<file path="src/rtl/seqctl_pkg.sv">
package seqctl_pkg;

  localparam int OPC_W   = 6;
  localparam int STATE_W = 4;

  // State numbering is part of the behaviour (fetch is 0, decode is 1, ...)
  typedef enum logic [STATE_W-1:0] {
    ST_FETCH  = 4'd0,
    ST_DECODE = 4'd1,
    ST_ADDR   = 4'd2,
    ST_MEMRD  = 4'd3,
    ST_LDWB   = 4'd4,
    ST_MEMWR  = 4'd5,
    ST_EXEC   = 4'd6,
    ST_ALUWB  = 4'd7,
    ST_BRANCH = 4'd8,
    ST_JUMP   = 4'd9
  } step_t;

  localparam logic [OPC_W-1:0] OPC_ALU   = 6'b000000;
  localparam logic [OPC_W-1:0] OPC_JUMP  = 6'b000010;
  localparam logic [OPC_W-1:0] OPC_BEQ   = 6'b000100;
  localparam logic [OPC_W-1:0] OPC_LOAD  = 6'b100011;
  localparam logic [OPC_W-1:0] OPC_STORE = 6'b101011;

  typedef struct packed {
    logic       pc_wr;
    logic       pc_wr_cond;
    logic       addr_sel;
    logic       mem_rd;
    logic       mem_wr;
    logic       ir_wr;
    logic       wb_sel;
    logic [1:0] pc_src;
    logic [1:0] alu_op;
    logic       alu_a_sel;
    logic [1:0] alu_b_sel;
    logic       rf_wr;
    logic       rf_dst_sel;
  } ctrl_word_t;

endpackage

</file>
<file path="src/rtl/seqctl_rst_sync.sv">
module seqctl_rst_sync #(
  parameter int STAGES = 2
) (
  input  logic clk,
  input  logic rst_n,
  output logic srst_n
);

  generate
    if (STAGES < 2) begin : g_single
      logic flop_q;
      always_ff @(posedge clk or negedge rst_n) begin
        if (!rst_n) flop_q <= 1'b0;
        else        flop_q <= 1'b1;
      end
      assign srst_n = flop_q;
    end else begin : g_chain
      logic [STAGES-1:0] chain_q;
      always_ff @(posedge clk or negedge rst_n) begin
        if (!rst_n) chain_q <= '0;
        else        chain_q <= {chain_q[STAGES-2:0], 1'b1};
      end
      assign srst_n = chain_q[STAGES-1];
    end
  endgenerate

endmodule

</file>
<file path="src/rtl/seqctl_next_state.sv">
module seqctl_next_state
  import seqctl_pkg::*;
(
  input  step_t            cur,
  input  logic [OPC_W-1:0] opcode,
  output step_t            nxt,
  output logic             bad_op
);

  always_comb begin
    nxt    = ST_FETCH;
    bad_op = 1'b0;
    unique case (cur)
      ST_FETCH: nxt = ST_DECODE;
      ST_DECODE: begin
        // first dispatch: choose execution path by opcode
        if      (opcode == OPC_ALU)                          nxt = ST_EXEC;
        else if (opcode == OPC_JUMP)                         nxt = ST_JUMP;
        else if (opcode == OPC_BEQ)                          nxt = ST_BRANCH;
        else if (opcode == OPC_LOAD || opcode == OPC_STORE)  nxt = ST_ADDR;
        else                                                 bad_op = 1'b1;
      end
      ST_ADDR: begin
        // second dispatch: load or store, opcode of this very cycle
        if      (opcode == OPC_LOAD)  nxt = ST_MEMRD;
        else if (opcode == OPC_STORE) nxt = ST_MEMWR;
        else                          bad_op = 1'b1;
      end
      ST_MEMRD: nxt = ST_LDWB;
      ST_EXEC:  nxt = ST_ALUWB;
      default:  nxt = ST_FETCH;
    endcase
  end

endmodule

</file>
<file path="src/rtl/seqctl_ctrl_decode.sv">
module seqctl_ctrl_decode
  import seqctl_pkg::*;
(
  input  step_t      cur,
  output ctrl_word_t cw
);

  always_comb begin
    cw = '0;  // unassigned controls are driven low
    unique case (cur)
      ST_FETCH: begin
        cw.mem_rd    = 1'b1;
        cw.ir_wr     = 1'b1;
        cw.pc_wr     = 1'b1;
        cw.alu_b_sel = 2'b01;
      end
      ST_DECODE: cw.alu_b_sel = 2'b11;
      ST_ADDR: begin
        cw.alu_a_sel = 1'b1;
        cw.alu_b_sel = 2'b10;
      end
      ST_MEMRD: begin
        cw.mem_rd   = 1'b1;
        cw.addr_sel = 1'b1;
      end
      ST_LDWB: begin
        cw.rf_wr  = 1'b1;
        cw.wb_sel = 1'b1;
      end
      ST_MEMWR: begin
        cw.mem_wr   = 1'b1;
        cw.addr_sel = 1'b1;
      end
      ST_EXEC: begin
        cw.alu_a_sel = 1'b1;
        cw.alu_op    = 2'b10;
      end
      ST_ALUWB: begin
        cw.rf_wr      = 1'b1;
        cw.rf_dst_sel = 1'b1;
      end
      ST_BRANCH: begin
        cw.alu_a_sel  = 1'b1;
        cw.alu_op     = 2'b01;
        cw.pc_wr_cond = 1'b1;
        cw.pc_src     = 2'b01;
      end
      ST_JUMP: begin
        cw.pc_wr  = 1'b1;
        cw.pc_src = 2'b10;
      end
      default: cw = '0;
    endcase
  end

endmodule

</file>
<file path="src/rtl/seq_ctrl_unit.sv">
module seq_ctrl_unit
  import seqctl_pkg::*;
#(
  parameter int SYNC_STAGES = 2
) (
  input  logic             clk,
  input  logic             rst_n,
  input  logic [OPC_W-1:0] opcode,
  output logic             pc_wr,
  output logic             pc_wr_cond,
  output logic             addr_sel,
  output logic             mem_rd,
  output logic             mem_wr,
  output logic             ir_wr,
  output logic             wb_sel,
  output logic [1:0]       pc_src,
  output logic [1:0]       alu_op,
  output logic             alu_a_sel,
  output logic [1:0]       alu_b_sel,
  output logic             rf_wr,
  output logic             rf_dst_sel,
  output logic             illegal
);

  logic       srst_n;
  step_t      state_q;
  step_t      state_d;
  logic       bad_op;
  logic       illegal_q;
  ctrl_word_t cw;

  seqctl_rst_sync #(.STAGES(SYNC_STAGES)) u_sync (
    .clk    (clk),
    .rst_n  (rst_n),
    .srst_n (srst_n)
  );

  seqctl_next_state u_next (
    .cur    (state_q),
    .opcode (opcode),
    .nxt    (state_d),
    .bad_op (bad_op)
  );

  seqctl_ctrl_decode u_dec (
    .cur (state_q),
    .cw  (cw)
  );

  always_ff @(posedge clk or negedge srst_n) begin
    if (!srst_n) state_q <= ST_FETCH;
    else         state_q <= state_d;
  end

  always_ff @(posedge clk or negedge srst_n) begin
    if (!srst_n)     illegal_q <= 1'b0;
    else if (bad_op) illegal_q <= 1'b1;
  end

  assign pc_wr      = cw.pc_wr;
  assign pc_wr_cond = cw.pc_wr_cond;
  assign addr_sel   = cw.addr_sel;
  assign mem_rd     = cw.mem_rd;
  assign mem_wr     = cw.mem_wr;
  assign ir_wr      = cw.ir_wr;
  assign wb_sel     = cw.wb_sel;
  assign pc_src     = cw.pc_src;
  assign alu_op     = cw.alu_op;
  assign alu_a_sel  = cw.alu_a_sel;
  assign alu_b_sel  = cw.alu_b_sel;
  assign rf_wr      = cw.rf_wr;
  assign rf_dst_sel = cw.rf_dst_sel;
  assign illegal    = illegal_q;

  // fetch always hands over to decode
  p_fetch_to_decode_r2: assert property (@(posedge clk) disable iff (!srst_n)
    state_q == ST_FETCH |=> state_q == ST_DECODE);

  // a branch opcode in decode yields a conditional PC write next cycle
  p_beq_cond_write_r8: assert property (@(posedge clk) disable iff (!srst_n)
    (state_q == ST_DECODE && opcode == OPC_BEQ) |=> (pc_wr_cond && pc_src == 2'b01));

  // memory read step is followed by load write-back
  p_load_chain_r5: assert property (@(posedge clk) disable iff (!srst_n)
    state_q == ST_MEMRD |=> (rf_wr && wb_sel));

  // flag stays set once raised
  p_illegal_sticky_r10: assert property (@(posedge clk) disable iff (!srst_n)
    illegal |=> illegal);

  // flag can only rise after a dispatch step
  p_illegal_origin_r10: assert property (@(posedge clk) disable iff (!srst_n)
    $rose(illegal) |-> ($past(state_q) == ST_DECODE || $past(state_q) == ST_ADDR));

  // the memory port never reads and writes at once
  p_mem_exclusive_r11: assert property (@(posedge clk) disable iff (!srst_n)
    !(mem_rd && mem_wr));

  // at most one of the register-file and memory write strobes
  p_single_write_r11: assert property (@(posedge clk) disable iff (!srst_n)
    $countones({mem_wr, rf_wr}) <= 1);

endmodule

</file>
<file path="config.mk">
export PLATFORM = sky130hd
export DESIGN_NAME = seq_ctrl_unit
export DESIGN_NICKNAME = d
export VERILOG_FILES = /design/src/rtl/seqctl_pkg.sv /design/src/rtl/seqctl_rst_sync.sv /design/src/rtl/seqctl_next_state.sv /design/src/rtl/seqctl_ctrl_decode.sv /design/src/rtl/seq_ctrl_unit.sv
export SDC_FILE = /design/constraint.sdc
export NUM_CORES = 1
export LEC_CHECK = 0
export BUFFER_PORTS_ARGS = -buffer_cell sky130_fd_sc_hd__buf_2
export CORE_AREA = 4 4 41 43
export CTS_CLUSTER_DIAMETER = 100
export CTS_CLUSTER_SIZE = 28
export DETAILED_ROUTE_END_ITERATION = 10
export DIE_AREA = 0 0 45 47
export MAX_ROUTING_LAYER = met4
export PLACE_DENSITY = 0.71
export SLEW_MARGIN = 20
export SYNTH_ARGS = -nofsm -noshare
export SYNTH_HDL_FRONTEND = slang
export SYNTH_SLANG_ARGS = --single-unit
export TNS_END_PERCENT = 20
</file>
<file path="constraint.sdc">
create_clock -name clk -period 3.54 [get_ports clk]
set_input_delay 0.354 -clock clk [delete_from_list [all_inputs] [get_ports clk]]
set_output_delay 0.354 -clock clk [all_outputs]
set_load 0.1 [all_outputs]
</file>
**After elaboration in Yosys (flattened, before gate mapping)**

Index checks and enable logic that the tools add are counted.

- Bits in registers: 7
- Output and inout port bits: 17
- Word-level logic and storage cells: 51

- Equality and inequality tests: 13
- Mux-type cells: 27
- Reductions and logical operators: 8

Operators by type and width:

| operator | number |
|---|---|
| $pmux W4 S5 | 1 |
| $eq A4 B3 Y1 const B | 4 |
| $mux W1 | 16 |
| $mux W4 | 4 |
| $eq A6 B6 Y1 const B | 2 |
| $eq A4 B2 Y1 const B | 2 |
| $eq A4 B4 Y1 const B | 2 |
| $pmux W2 S2 | 2 |
| $reduce_or A2 Y1 | 4 |
| $eq A6 B2 Y1 const B | 1 |
| $eq A6 B3 Y1 const B | 1 |
| $logic_not A6 Y1 | 1 |
| $pmux W2 S3 | 1 |
| $eq A4 B1 Y1 const B | 1 |
| $logic_not A4 Y1 | 1 |
| $mux W3 | 1 |
| $reduce_or A3 Y1 | 1 |
| $mux W2 | 1 |
| $pmux W1 S2 | 1 |
| $logic_or A1 B1 Y1 | 1 |

**Logic depth before layout (Yosys ltp)**

Gate-level depths: netlist of run 1.

- Depth in word-level cells: 7
- Gate-level depth with buffers: 5
- Gate-level depth less buffers: 3

**Cells and area by module**

From an unflattened synthesis of run 1, not the netlist that was laid out.

- Cell total of the unflattened synthesis: 62
- Area, all modules: 584.3 um^2

Modules (own cells, without submodules):

| module | times used | cells an instance | area an instance (um^2) | sequential area each (um^2) |
|---|---|---|---|---|
| seqctl_ctrl_decode | 1 | 26 | 207.7 | 0.0 |
| seqctl_next_state | 1 | 27 | 191.4 | 0.0 |
| seq_ctrl_unit | 1 | 6 | 131.4 | 125.1 |
| seqctl_rst_sync | 1 | 3 | 53.8 | 50.0 |

**Least setup slack after synthesis of run 1**

OpenSTA, ideal clock, no wires.

- Kind: register to output
- Start: reg state_q[1]
- End: out addr_sel
- Arrival time: 2.843 ns
- Data required time: 3.186 ns
- Setup slack: 0.343 ns
- Cell stages (with the launch flop): 4
- Path buffers: 1
- Cell sequence: dfrtp_1 > buf_6 > xnor2_1 > nor3b_1

- Word-level cells in the longest chain between the ends: 3

RTL lines:

| element | line | RTL |
|---|---|---|
| start, declared | seq_ctrl_unit.sv:26 | `step_t state_q;` |
| start signal, assigned | seq_ctrl_unit.sv:52 | `else state_q <= state_d;` |
| $eq A4 B3 Y1 or $eq A4 B2 Y1 (tied branches) | seqctl_ctrl_decode.sv:10 | `unique case (cur)` |
| $reduce_or A2 Y1 (no line) (*) | - |  |
| $mux W1 (*) | seqctl_ctrl_decode.sv:10 |  |
| end, declared | seq_ctrl_unit.sv:11 | `output logic addr_sel,` |

Mark *: on every way between the ends. The rest lies on a longest branch, timed or not.

**Final worst setup path of run 1**

- Start: reg state_q[1]
- End: out pc_wr

- Word-level cells in the longest chain between the ends: 3

RTL lines:

| element | line | RTL |
|---|---|---|
| $eq A4 B4 Y1 or $logic_not A4 Y1 (tied branches) | seqctl_ctrl_decode.sv:10 |  |
| $reduce_or A2 Y1 (no line) (*) | - |  |
| $mux W1 (*) | seqctl_ctrl_decode.sv:10 |  |
| end, declared | seq_ctrl_unit.sv:9 | `output logic pc_wr,` |

Marks and branches as above.

==> results of run 1 <==
==> synth_stat cells (all sizes together) <==
library cell and n:
nand3 1, conb 1, nand2 3, o31ai 1
nor4 1, nand2b 6, nor2b 1, dfrtp 7
xnor2 1, o211ai 1, nor2 12, nor3b 1
inv 1, a41oi 1, and3 1, o21ai 2
or2b 1, a21oi 4, o22ai 2, nor4bb 1
and4bb 1, buf 4, a31o 1, nand4b 1
mux2 1, or2 2, a31oi 1, o21a 1
==> registers in the layout, summed over array words and instances, names as in the netlist <==
name                    flops
illegal                     1
u_sync.g_chain.chain_q      2
state_q                     4
==> area by class of cell <==
type | count | area (um^2)
inverters | 1 | 3.754
flip-flops and latches | 7 | 175.2
multi-input cells | 49 | 339.1
well taps | 15 | 18.77
clock inverters | 1 | 5.005
repair buffers | 25 | 130.1
fillers | 142 | 606.8
clock buffers | 3 | 22.52
==> kinds of logic after synthesis <==
group,count (synthesis),synth area share
AND/OR/NAND/NOR,32,0.4005
AO/OA/AOI/OAI,14,0.1762
flip-flops,7,0.3204
buffers and inverters,5,0.05949
XOR/XNOR,1,0.01602
multiplexers,1,0.02059
other,1,0.006858
==> worst register-to-register path, stage by stage, from the launching register on <==
cell and delay, ns:
dfrtp_1 0.58, nand2b_2 0.27, o211ai_1 0.12, a31o_1 0.23
==> metal layers <==
metal | vias up | wire (um) | track usage
met1 | 239 | 559 | 0.1736
met5 | - | 0 | -
met3 | 0 | 120 | 0.01533
met2 | 20 | 562 | 0.2034
li1 | 264 | - | -
met4 | 0 | 0 | 0.07018
==> metrics by stage <==
step                cells  utilization
finish                101       0.5337
global route          101       0.5337
detailed placement     96       0.5048
global placement       96       0.5048
floorplan              61            -
CTS                   101       0.5337
==> power groups by stage <==
| stage | sequential [mW] | clock [mW] | combinational [mW] |
|---|---|---|---|
| after floorplan | 0.0939 | 0 | 0.323 |
| after global placement | 0.112 | 0 | 0.344 |
| after detailed placement | 0.113 | 0 | 0.344 |
| after CTS | 0.111 | 0.0730 | 0.346 |
| after global routing | 0.114 | 0.0785 | 0.359 |
| final | 0.112 | 0.0706 | 0.347 |
==> path summary, 6_finish.rpt <==
check | startpoint | to | slack, ns | depth (start not counted)
worst max-delay path | state_q[1]$_DFF_PN0_ | pc_wr | 1.45 | 3
worst min-delay path | u_sync.g_chain.chain_q[1]$_DFF_PN0_ | illegal$_DFFE_PN0P_ | 0.08 | 0
worst max register to register | state_q[1]$_DFF_PN0_ | illegal$_DFFE_PN0P_ | 2.23 | 3
worst min register to register | u_sync.g_chain.chain_q[1]$_DFF_PN0_ | illegal$_DFFE_PN0P_ | 0.08 | 0
max in group asynchronous | rst_n | u_sync.g_chain.chain_q[1]$_DFF_PN0_ | 3.03 | 2
min in group clk | u_sync.g_chain.chain_q[0]$_DFF_PN0_ | u_sync.g_chain.chain_q[1]$_DFF_PN0_ | 0.35 | 0
==> repair_timing <==
item	in CTS	in global routing
hold buffers	1	0
endpoints found under the hold margin	2	0
setup endpoints to repair	0	0
==> Implementation_results.wiki, run 1 <==
{| class="wikitable"
! Metric !! Value
|-
| CP max-delay cell || dfrtp_1
|-
| Biggest fanout along the worst timing path || 13
|-
| Placeable core area || 1301 um^2
|-
| Layout Skew || 0.006864 ns
|-
| Ports placed on the boundary || 25
|-
| Post-placement cell area || 656.9 um^2
|-
| Maxcap violations || 0
|-
| Routed wire length per instance || 12.30 um
|-
| Initial Utilization || 0.4202
|-
| Post-route setup TNS || 0 ns
|-
| Total routing resource utilization after global routing || 0.1338
|-
| Number of hold violations in the final report || 0
|-
| Endpoint class of the critical path || primary output
|-
| Vias in the first global route || 467
|-
| Antenna diode count || 0
|-
| Switching power || 0.3339 mW
|-
| DRC || 0
|-
| Proportion of power drawn by the clock network || 0.133
|-
| Nets in the synthesized netlist || 69
|-
| Net switching fraction of the power || 0.6313
|-
| Iteration count of the initial detailed-routing pass || 4
|-
| Placed wire-length estimate || 969 um
|-
| Area delta synth->final || 27.00%
|-
| Die outline width || 45 um
|-
| Clock transition at path regs || 0.06 ns
|-
| Root buffer cell || clkbuf_4
|-
| Placement-stage worst setup slack || 1.745 ns
|-
| Routability Congestion || 0.8396
|-
| Warnings, synthesis || 0
|-
| Pint || 0.1950 mW
|-
| Total detailed-routing wirelength || 1.242 mm
|-
| Post-layout minimum cycle time || 2.091 ns
|-
| Leading cell types in the layout, fill and taps excluded || 24 x buf_2, 11 x nor2_1, 7 x dfrtp_1
|-
| Detail Route Antenna Nets || 0
|-
| Buffers inserted during post-CTS setup optimization || 0
|-
| Number of buffers inserted by port buffering || 24
|-
| Cells after synthesis || 61
|-
| Cells resized by post-CTS repair || 0
|-
| Final period util || 0.5907
|-
| Logic gate share of total power || 0.655
|-
| Wire length of the first global-routing pass || 2.014 mm
|-
| Seq cells post-synth || 7
|-
| Die footprint || 2115 um^2
|-
| Proportion of power drawn by flip-flops and latches || 0.211
|-
| # clock sinks || 7
|-
| Die span in y || 47 um
|-
| PD cells || 761.7 nW/um^2
|-
| Ranking of synthesized cells by area || dfrtp_1 32%, nor2_1 7.6%, nand2b_1 4.6%
|-
| Biggest area consumer among synthesized cells || dfrtp_1
|-
| Portion of synthesized cell area occupied by the leading cell type || 0.3204
|-
| Register area share after synthesis || 0.3204
|-
| Min setup slack post-route || 1.449 ns
|-
| Worst EP arrival || 1.74 ns
|-
| Type of the tightest min-delay check || flip-flop to asynchronous set/reset pin
|-
| Drt via density || 5.178
|-
| Largest net degree at the start of global routing || 14
|-
| Required time worst endpoint || 3.19 ns
|-
| Total setup violations reported at the end of the flow || 0
|-
| Layout cell share with drive strength beyond 1 || 0.4070
|-
| Smallest hold slack || 0.08231 ns
|-
| H-tree levels || 1
|-
| Antenna violations before repair || 0
|-
| Peak supply drop || 313.9 uV
|-
| Gr ovfl total || 0
|-
| Clock buffer depth || 2
|-
| Total power of the final layout || 0.5289 mW
|-
| Crit path buf inv count || 1
|-
| Average cell area after synthesis || 8.964 um^2
|-
| Most common cell after layout, fill and taps aside || buf_2
|-
| CP Cell Sequence || or2_1 > o22ai_1 > buf_2
|-
| Family with the most delay on the worst path || flip-flops
|-
| Clock tree from TritonCTS || done
|-
| Critical Path Start Type || flip-flop
|-
| Total number of nets in the final design || 95
|-
| Peak clock frequency supported by timing || 0.4783 GHz
|-
| DR iter-0 viols || 5
|-
| Final standard cell area without fillers || 694.4 um^2
|-
| Clock Latency Late Sink || 0.25 ns
|-
| Vias || 523
|-
| Static leakage || 0.3098 nW
|-
| Delay of the slowest cell on the worst path || 0.52 ns
|-
| Unrepaired setup endpoints after global routing || false
|-
| Total number of placement rows || 13
|-
| Number of distinct standard cells referenced by the synthesized netlist || 34
|-
| Synth Cell Area || 546.8 um^2
|-
| Critical Setup Path Class || flip-flop to primary output
|-
| Status || complete, no violations
|-
| Final number of max-transition violations || 0
|-
| TritonCTS buffer count || 3
|}
No activity file was read; power rests on OpenSTA's default activity.
==> run 2: changes to the inputs <==
Settings changed: CORE_AREA 4 4 41 43 to unset, CORE_MARGIN set to 4, CORE_UTILIZATION set to 40, DIE_AREA 0 0 45 47 to unset, PLACE_DENSITY 0.71 to 0.73.
Clock period 3.54 ns to 1.9 ns, I/O delays scaled along.
==> Implementation_results.wiki, run 2 (same netlist as run 1, synthesis figures left out) <==
{| class="wikitable"
! Metric !! Value
|-
| Antenna diode count || 0
|-
| Biggest fanout along the worst timing path || 8
|-
| Clock buffer depth || 2
|-
| Die span in y || 44.97 um
|-
| Total number of nets in the final design || 97
|-
| Type of the tightest min-delay check || flip-flop to asynchronous set/reset pin
|-
| Root buffer cell || clkbuf_4
|-
| Gr ovfl total || 0
|-
| Maxcap violations || 0
|-
| Total power of the final layout || 1.105 mW
|-
| TritonCTS buffer count || 3
|-
| Post-layout minimum cycle time || 1.820 ns
|-
| Initial Utilization || 0.4202
|-
| Required time worst endpoint || 1.71 ns
|-
| Number of hold violations in the final report || 0
|-
| Final standard cell area without fillers || 824.5 um^2
|-
| DRC || 0
|-
| Clock tree from TritonCTS || done
|-
| Unrepaired setup endpoints after global routing || false
|-
| Final period util || 0.9580
|-
| Critical Setup Path Class || flip-flop to primary output
|-
| Smallest hold slack || 0.06979 ns
|-
| Leading cell types in the layout, fill and taps excluded || 16 x buf_2, 10 x nor2_1, 7 x dfrtp_1
|-
| Clock Latency Late Sink || 0.25 ns
|-
| H-tree levels || 1
|-
| Area delta synth->final || 50.80%
|-
| Static leakage || 0.3460 nW
|-
| Largest net degree at the start of global routing || 11
|-
| Detail Route Antenna Nets || 0
|-
| Critical register-to-register path endpoint || state_q[1]$_DFF_PN0_
|-
| Wire length of the first global-routing pass || 2.283 mm
|-
| Total detailed-routing wirelength || 1.310 mm
|-
| Final number of max-transition violations || 0
|-
| Ports placed on the boundary || 25
|-
| Die outline width || 44.97 um
|-
| Worst Reg-to-Reg Cells || 4
|-
| Routability Congestion || 0.8882
|-
| Total number of placement rows || 13
|-
| DR iter-0 viols || 9
|-
| Most common cell after layout, fill and taps aside || buf_2
|-
| Die footprint || 2022 um^2
|-
| Clock transition at path regs || 0.05 ns
|-
| Placeable core area || 1301 um^2
|-
| Reg2Reg Setup Slack || 0.59 ns
|-
| Peak clock frequency supported by timing || 0.5494 GHz
|-
| Layout Skew || 0.001265 ns
|-
| Routed wire length per instance || 12.72 um
|-
| # clock sinks || 7
|-
| Reg-to-reg startpoint || state_q[0]$_DFF_PN0_
|-
| Iteration count of the initial detailed-routing pass || 2
|-
| Endpoint class of the critical path || primary output
|-
| Most flop-heavy register || state_q
|-
| Worst EP arrival || 1.63 ns
|-
| Total routing resource utilization after global routing || 0.1576
|-
| Total setup violations reported at the end of the flow || 0
|-
| Status || complete, no violations
|-
| Critical Path Start Type || flip-flop
|-
| End-of-flow core utilization || 0.6337
|-
| Placed wire-length estimate || 1.041 mm
|-
| Post-placement cell area || 783.3 um^2
|-
| Fill cell total of the finished layout || 117
|-
| Drt via density || 5.233
|-
| Largest register FFs || 4
|-
| Combined area of the multi-input logic cells || 360.3 um^2
|-
| Vias in the first global route || 530
|-
| Layout cell share with drive strength beyond 1 || 0.4659
|-
| Antenna violations before repair || 0
|-
| Number of buffers inserted by port buffering || 24
|-
| Peak supply drop || 686.4 uV
|-
| Vias || 539
|-
| Area of all sequential standard cells || 175.2 um^2
|-
| PD cells || 1340 nW/um^2
|}
-- run 2: cell types whose count changed in the layout (fill, tap and decap cells not counted), sizes merged --
cell / delta
clkinv: -1
clkbuf: +3
-- run 2: layer usage --
layer / track usage / vias up / wire [um]
met5: - / - / 0
met4: 0.06433 / 0 / 26
met3: 0.03586 / 4 / 104
met2: 0.2486 / 25 / 633
met1: 0.1931 / 241 / 546
li1: - / 269 / -
-- run 2: per-stage QoR --
step | setup TNS (ns) | cells | setup slack (ns)
after floorplan | -3.780 | 61 | -0.4497
after global placement | 0 | 98 | 0.3197
after detailed placement | 0 | 98 | 0.3141
after CTS | 0 | 103 | 0.04099
after global routing | 0 | 103 | 0.01049
final | 0 | 103 | 0.07981
-- run 2: report_power, final --
part	total [mW]	leakage, nW	switching (mW)	internal, mW
registers	0.183	0.0855	0.0184	0.165
clock network	0.134	0.0150	0.0541	0.0801
logic	0.787	0.246	0.579	0.208
total	1.10	0.346	0.652	0.453
-- run 2: worst max-delay path: stages (launching register included) --
cell and delay, ns:
dfrtp_1 0.49, or2_1 0.35, nor2_1 0.12, buf_2 0.43
-- run 2: cell type report --
type / count / area share
multi-input combinational: 49 / 0.4370
timing repair buffer: 27 / 0.2913
sequential: 7 / 0.2124
clock buffer: 4 / 0.03187
tap: 15 / 0.02276
inverter: 1 / 0.004552
-- run 2: how the worst max path moves through the flow --
stage,end,slack (ns),depth (start not counted),startpoint
final,ir_wr,0.08,3,state_q[3]$_DFF_PN0_
after global routing,mem_wr,0.01,4,state_q[1]$_DFF_PN0_
after detailed placement,alu_b_sel[1],0.31,4,state_q[1]$_DFF_PN0_
after global placement,alu_b_sel[1],0.32,4,state_q[1]$_DFF_PN0_
after CTS,alu_b_sel[1],0.04,4,state_q[1]$_DFF_PN0_
after floorplan,alu_op[0],-0.45,4,state_q[1]$_DFF_PN0_
-- run 2: repair_timing --
action / in CTS / in global routing
endpoints found under the setup margin: 0 / 2
gates resized for setup: 0 / 2
endpoints found under the hold margin: 2 / 0
hold buffers: 1 / 0
setup buffers: 0 / 0
==> run 3: changes to the inputs <==
Settings changed: ABC_CLOCK_PERIOD_IN_PS set to 2330, CORE_AREA set to 4 4 41 43, CORE_MARGIN 4 to unset, CORE_UTILIZATION 40 to unset, DIE_AREA set to 0 0 45 47, PLACE_DENSITY 0.73 to 0.71.
Clock period 1.9 ns to 2.33 ns, I/O delays scaled along.
==> Implementation_results.wiki, run 3 (same netlist as run 1, synthesis figures left out) <==
{| class="wikitable"
! Metric !! Value
|-
| Leading cell types in the layout, fill and taps excluded || 24 x buf_2, 10 x nor2_1, 7 x dfrtp_1
|-
| Placeable core area || 1301 um^2
|-
| Total number of placement rows || 13
|-
| Gr ovfl total || 0
|-
| Detail Route Antenna Nets || 0
|-
| Ports placed on the boundary || 25
|-
| Cells resized by post-CTS repair || 0
|-
| Reg2Reg Setup Slack || 1.03 ns
|-
| Routability Congestion || 0.8642
|-
| Total routing resource utilization after global routing || 0.1404
|-
| DR iter-0 viols || 12
|-
| Iteration count of the initial detailed-routing pass || 4
|-
| Final standard cell area without fillers || 701.9 um^2
|-
| Total number of nets in the final design || 95
|-
| CP max-delay cell || dfrtp_1
|-
| Unrepaired setup endpoints after global routing || false
|-
| Static leakage || 0.3111 nW
|-
| Total power of the final layout || 0.8063 mW
|-
| Placement-stage worst setup slack || 0.6284 ns
|-
| Final period util || 0.8570
|-
| Net switching fraction of the power || 0.6310
|-
| Post-placement cell area || 664.4 um^2
|-
| Clock buffer depth || 2
|-
| Worst EP arrival || 1.76 ns
|-
| Number of hold violations in the final report || 0
|-
| Worst Reg-to-Reg Cells || 3
|-
| Biggest fanout along the worst timing path || 13
|-
| DRC || 0
|-
| TritonCTS buffer count || 3
|-
| Type of the tightest min-delay check || flip-flop to asynchronous set/reset pin
|-
| Drt via density || 5.446
|-
| Vias in the first global route || 473
|-
| Placed wire-length estimate || 1.037 mm
|-
| Final number of max-transition violations || 0
|-
| Vias || 550
|-
| Status || complete, no violations
|-
| Endpoint class of the critical path || primary output
|-
| Largest register FFs || 4
|-
| Critical Path Start Type || flip-flop
|-
| Delay of the slowest cell on the worst path || 0.52 ns
|-
| Layout cell share with drive strength beyond 1 || 0.4302
|-
| Area delta synth->final || 28.38%
|-
| Number of buffers inserted by port buffering || 24
|-
| Combined area of the multi-input logic cells || 346.6 um^2
|-
| Area of all sequential standard cells || 175.2 um^2
|-
| Critical Setup Path Class || flip-flop to primary output
|-
| Proportion of power drawn by the clock network || 0.133
|-
| Most flop-heavy register || state_q
|-
| PD cells || 1149 nW/um^2
|-
| Die span in y || 47 um
|-
| Min setup slack post-route || 0.3333 ns
|-
| Fill cell total of the finished layout || 139
|-
| Die outline width || 45 um
|-
| CP Cell Sequence || or2_1 > o22ai_1 > buf_2
|-
| Wire length of the first global-routing pass || 2.104 mm
|-
| Most common cell after layout, fill and taps aside || buf_2
|-
| Total detailed-routing wirelength || 1.264 mm
|-
| Required time worst endpoint || 2.10 ns
|-
| Total setup violations reported at the end of the flow || 0
|-
| Antenna violations before repair || 0
|-
| Pint || 0.2976 mW
|-
| Logic gate share of total power || 0.656
|-
| Layout Skew || 0.004889 ns
|-
| Largest net degree at the start of global routing || 14
|-
| Post-layout minimum cycle time || 1.997 ns
|-
| # clock sinks || 7
|-
| Peak clock frequency supported by timing || 0.5008 GHz
|-
| Clock Latency Late Sink || 0.25 ns
|-
| Clock tree from TritonCTS || done
|-
| Proportion of power drawn by flip-flops and latches || 0.211
|-
| Antenna diode count || 0
|-
| Peak supply drop || 584.2 uV
|-
| Maxcap violations || 0
|-
| Routed wire length per instance || 12.51 um
|-
| Clock transition at path regs || 0.05 ns
|-
| Root buffer cell || clkbuf_4
|-
| Initial Utilization || 0.4202
|-
| Switching power || 0.5088 mW
|-
| Die footprint || 2115 um^2
|-
| H-tree levels || 1
|-
| Total instance count after detailed placement || 96
|-
| Post-route setup TNS || 0 ns
|-
| Fin cells || 101
|}
[run 3: cell count changes in the layout (fill, tap and decap cells not counted)]
cell	delta
buf_4	-2
a21oi_2	-2
a21oi_1	+2
clkbuf_4	-2
o22ai_1	+1
clkinv_2	+1
buf_12	-6
buf_2	+8
clkbuf_1	-1
o22ai_2	-1
[run 3: per-stage QoR]
step                hold slack (ns)  utilization
CTS                         0.08649       0.5394
global route                 0.1120       0.5394
finish                      0.07704       0.5394
detailed placement          0.01890       0.5106
global placement            0.01957       0.5106
floorplan                  -0.06259            -
[run 3: area by class of cell]
class	count	share of cell area
inverters	1	0.005348
well taps	15	0.02674
clock buffers	3	0.03209
repair buffers	25	0.1854
flip-flops and latches	7	0.2496
multi-input cells	49	0.4938
clock inverters	1	0.007130
[run 3: metal layers]
metal / share of wire / vias to the layer above / track usage
met5: 0 / - / -
met4: 0.016 / 0 / 0.07018
met3: 0.097 / 2 / 0.02299
met2: 0.46 / 28 / 0.2119
met1: 0.42 / 257 / 0.1806
li1: - / 263 / -
[run 3: worst paths after layout]
check                                                         start                             endpoint
worst max-delay path                           state_q[1]$_DFF_PN0_                                pc_wr
worst min-delay path            u_sync.g_chain.chain_q[1]$_DFF_PN0_                  illegal$_DFFE_PN0P_
worst max register to register                 state_q[1]$_DFF_PN0_                 state_q[1]$_DFF_PN0_
worst min register to register  u_sync.g_chain.chain_q[1]$_DFF_PN0_                  illegal$_DFFE_PN0P_
max in group asynchronous                                     rst_n  u_sync.g_chain.chain_q[0]$_DFF_PN0_
min in group clk                                          opcode[2]                 state_q[3]$_DFF_PN0_
[run 3: power groups by stage]
stage | clock [mW] | sequential (mW) | combinational, mW
detailed placement | 0 | 0.172 | 0.528
CTS | 0.111 | 0.170 | 0.530
global placement | 0 | 0.171 | 0.526
finish | 0.107 | 0.170 | 0.529
floorplan | 0 | 0.143 | 0.494
global route | 0.116 | 0.176 | 0.552
[run 3: repair_timing]
action | in CTS | in global routing
endpoints found under the setup margin | 0 | 0
endpoints found under the hold margin | 2 | 0
buffers inserted | 0 | 0
hold buffers | 1 | 0
[run 3: worst max-delay path: cells and delay by family (launching register included)]
family                 cells  cell delay, ns
AO/OA/AOI/OAI              1            0.18
buffers and inverters      1            0.45
flip-flops                 1            0.52
AND/OR/NAND/NOR            1            0.36
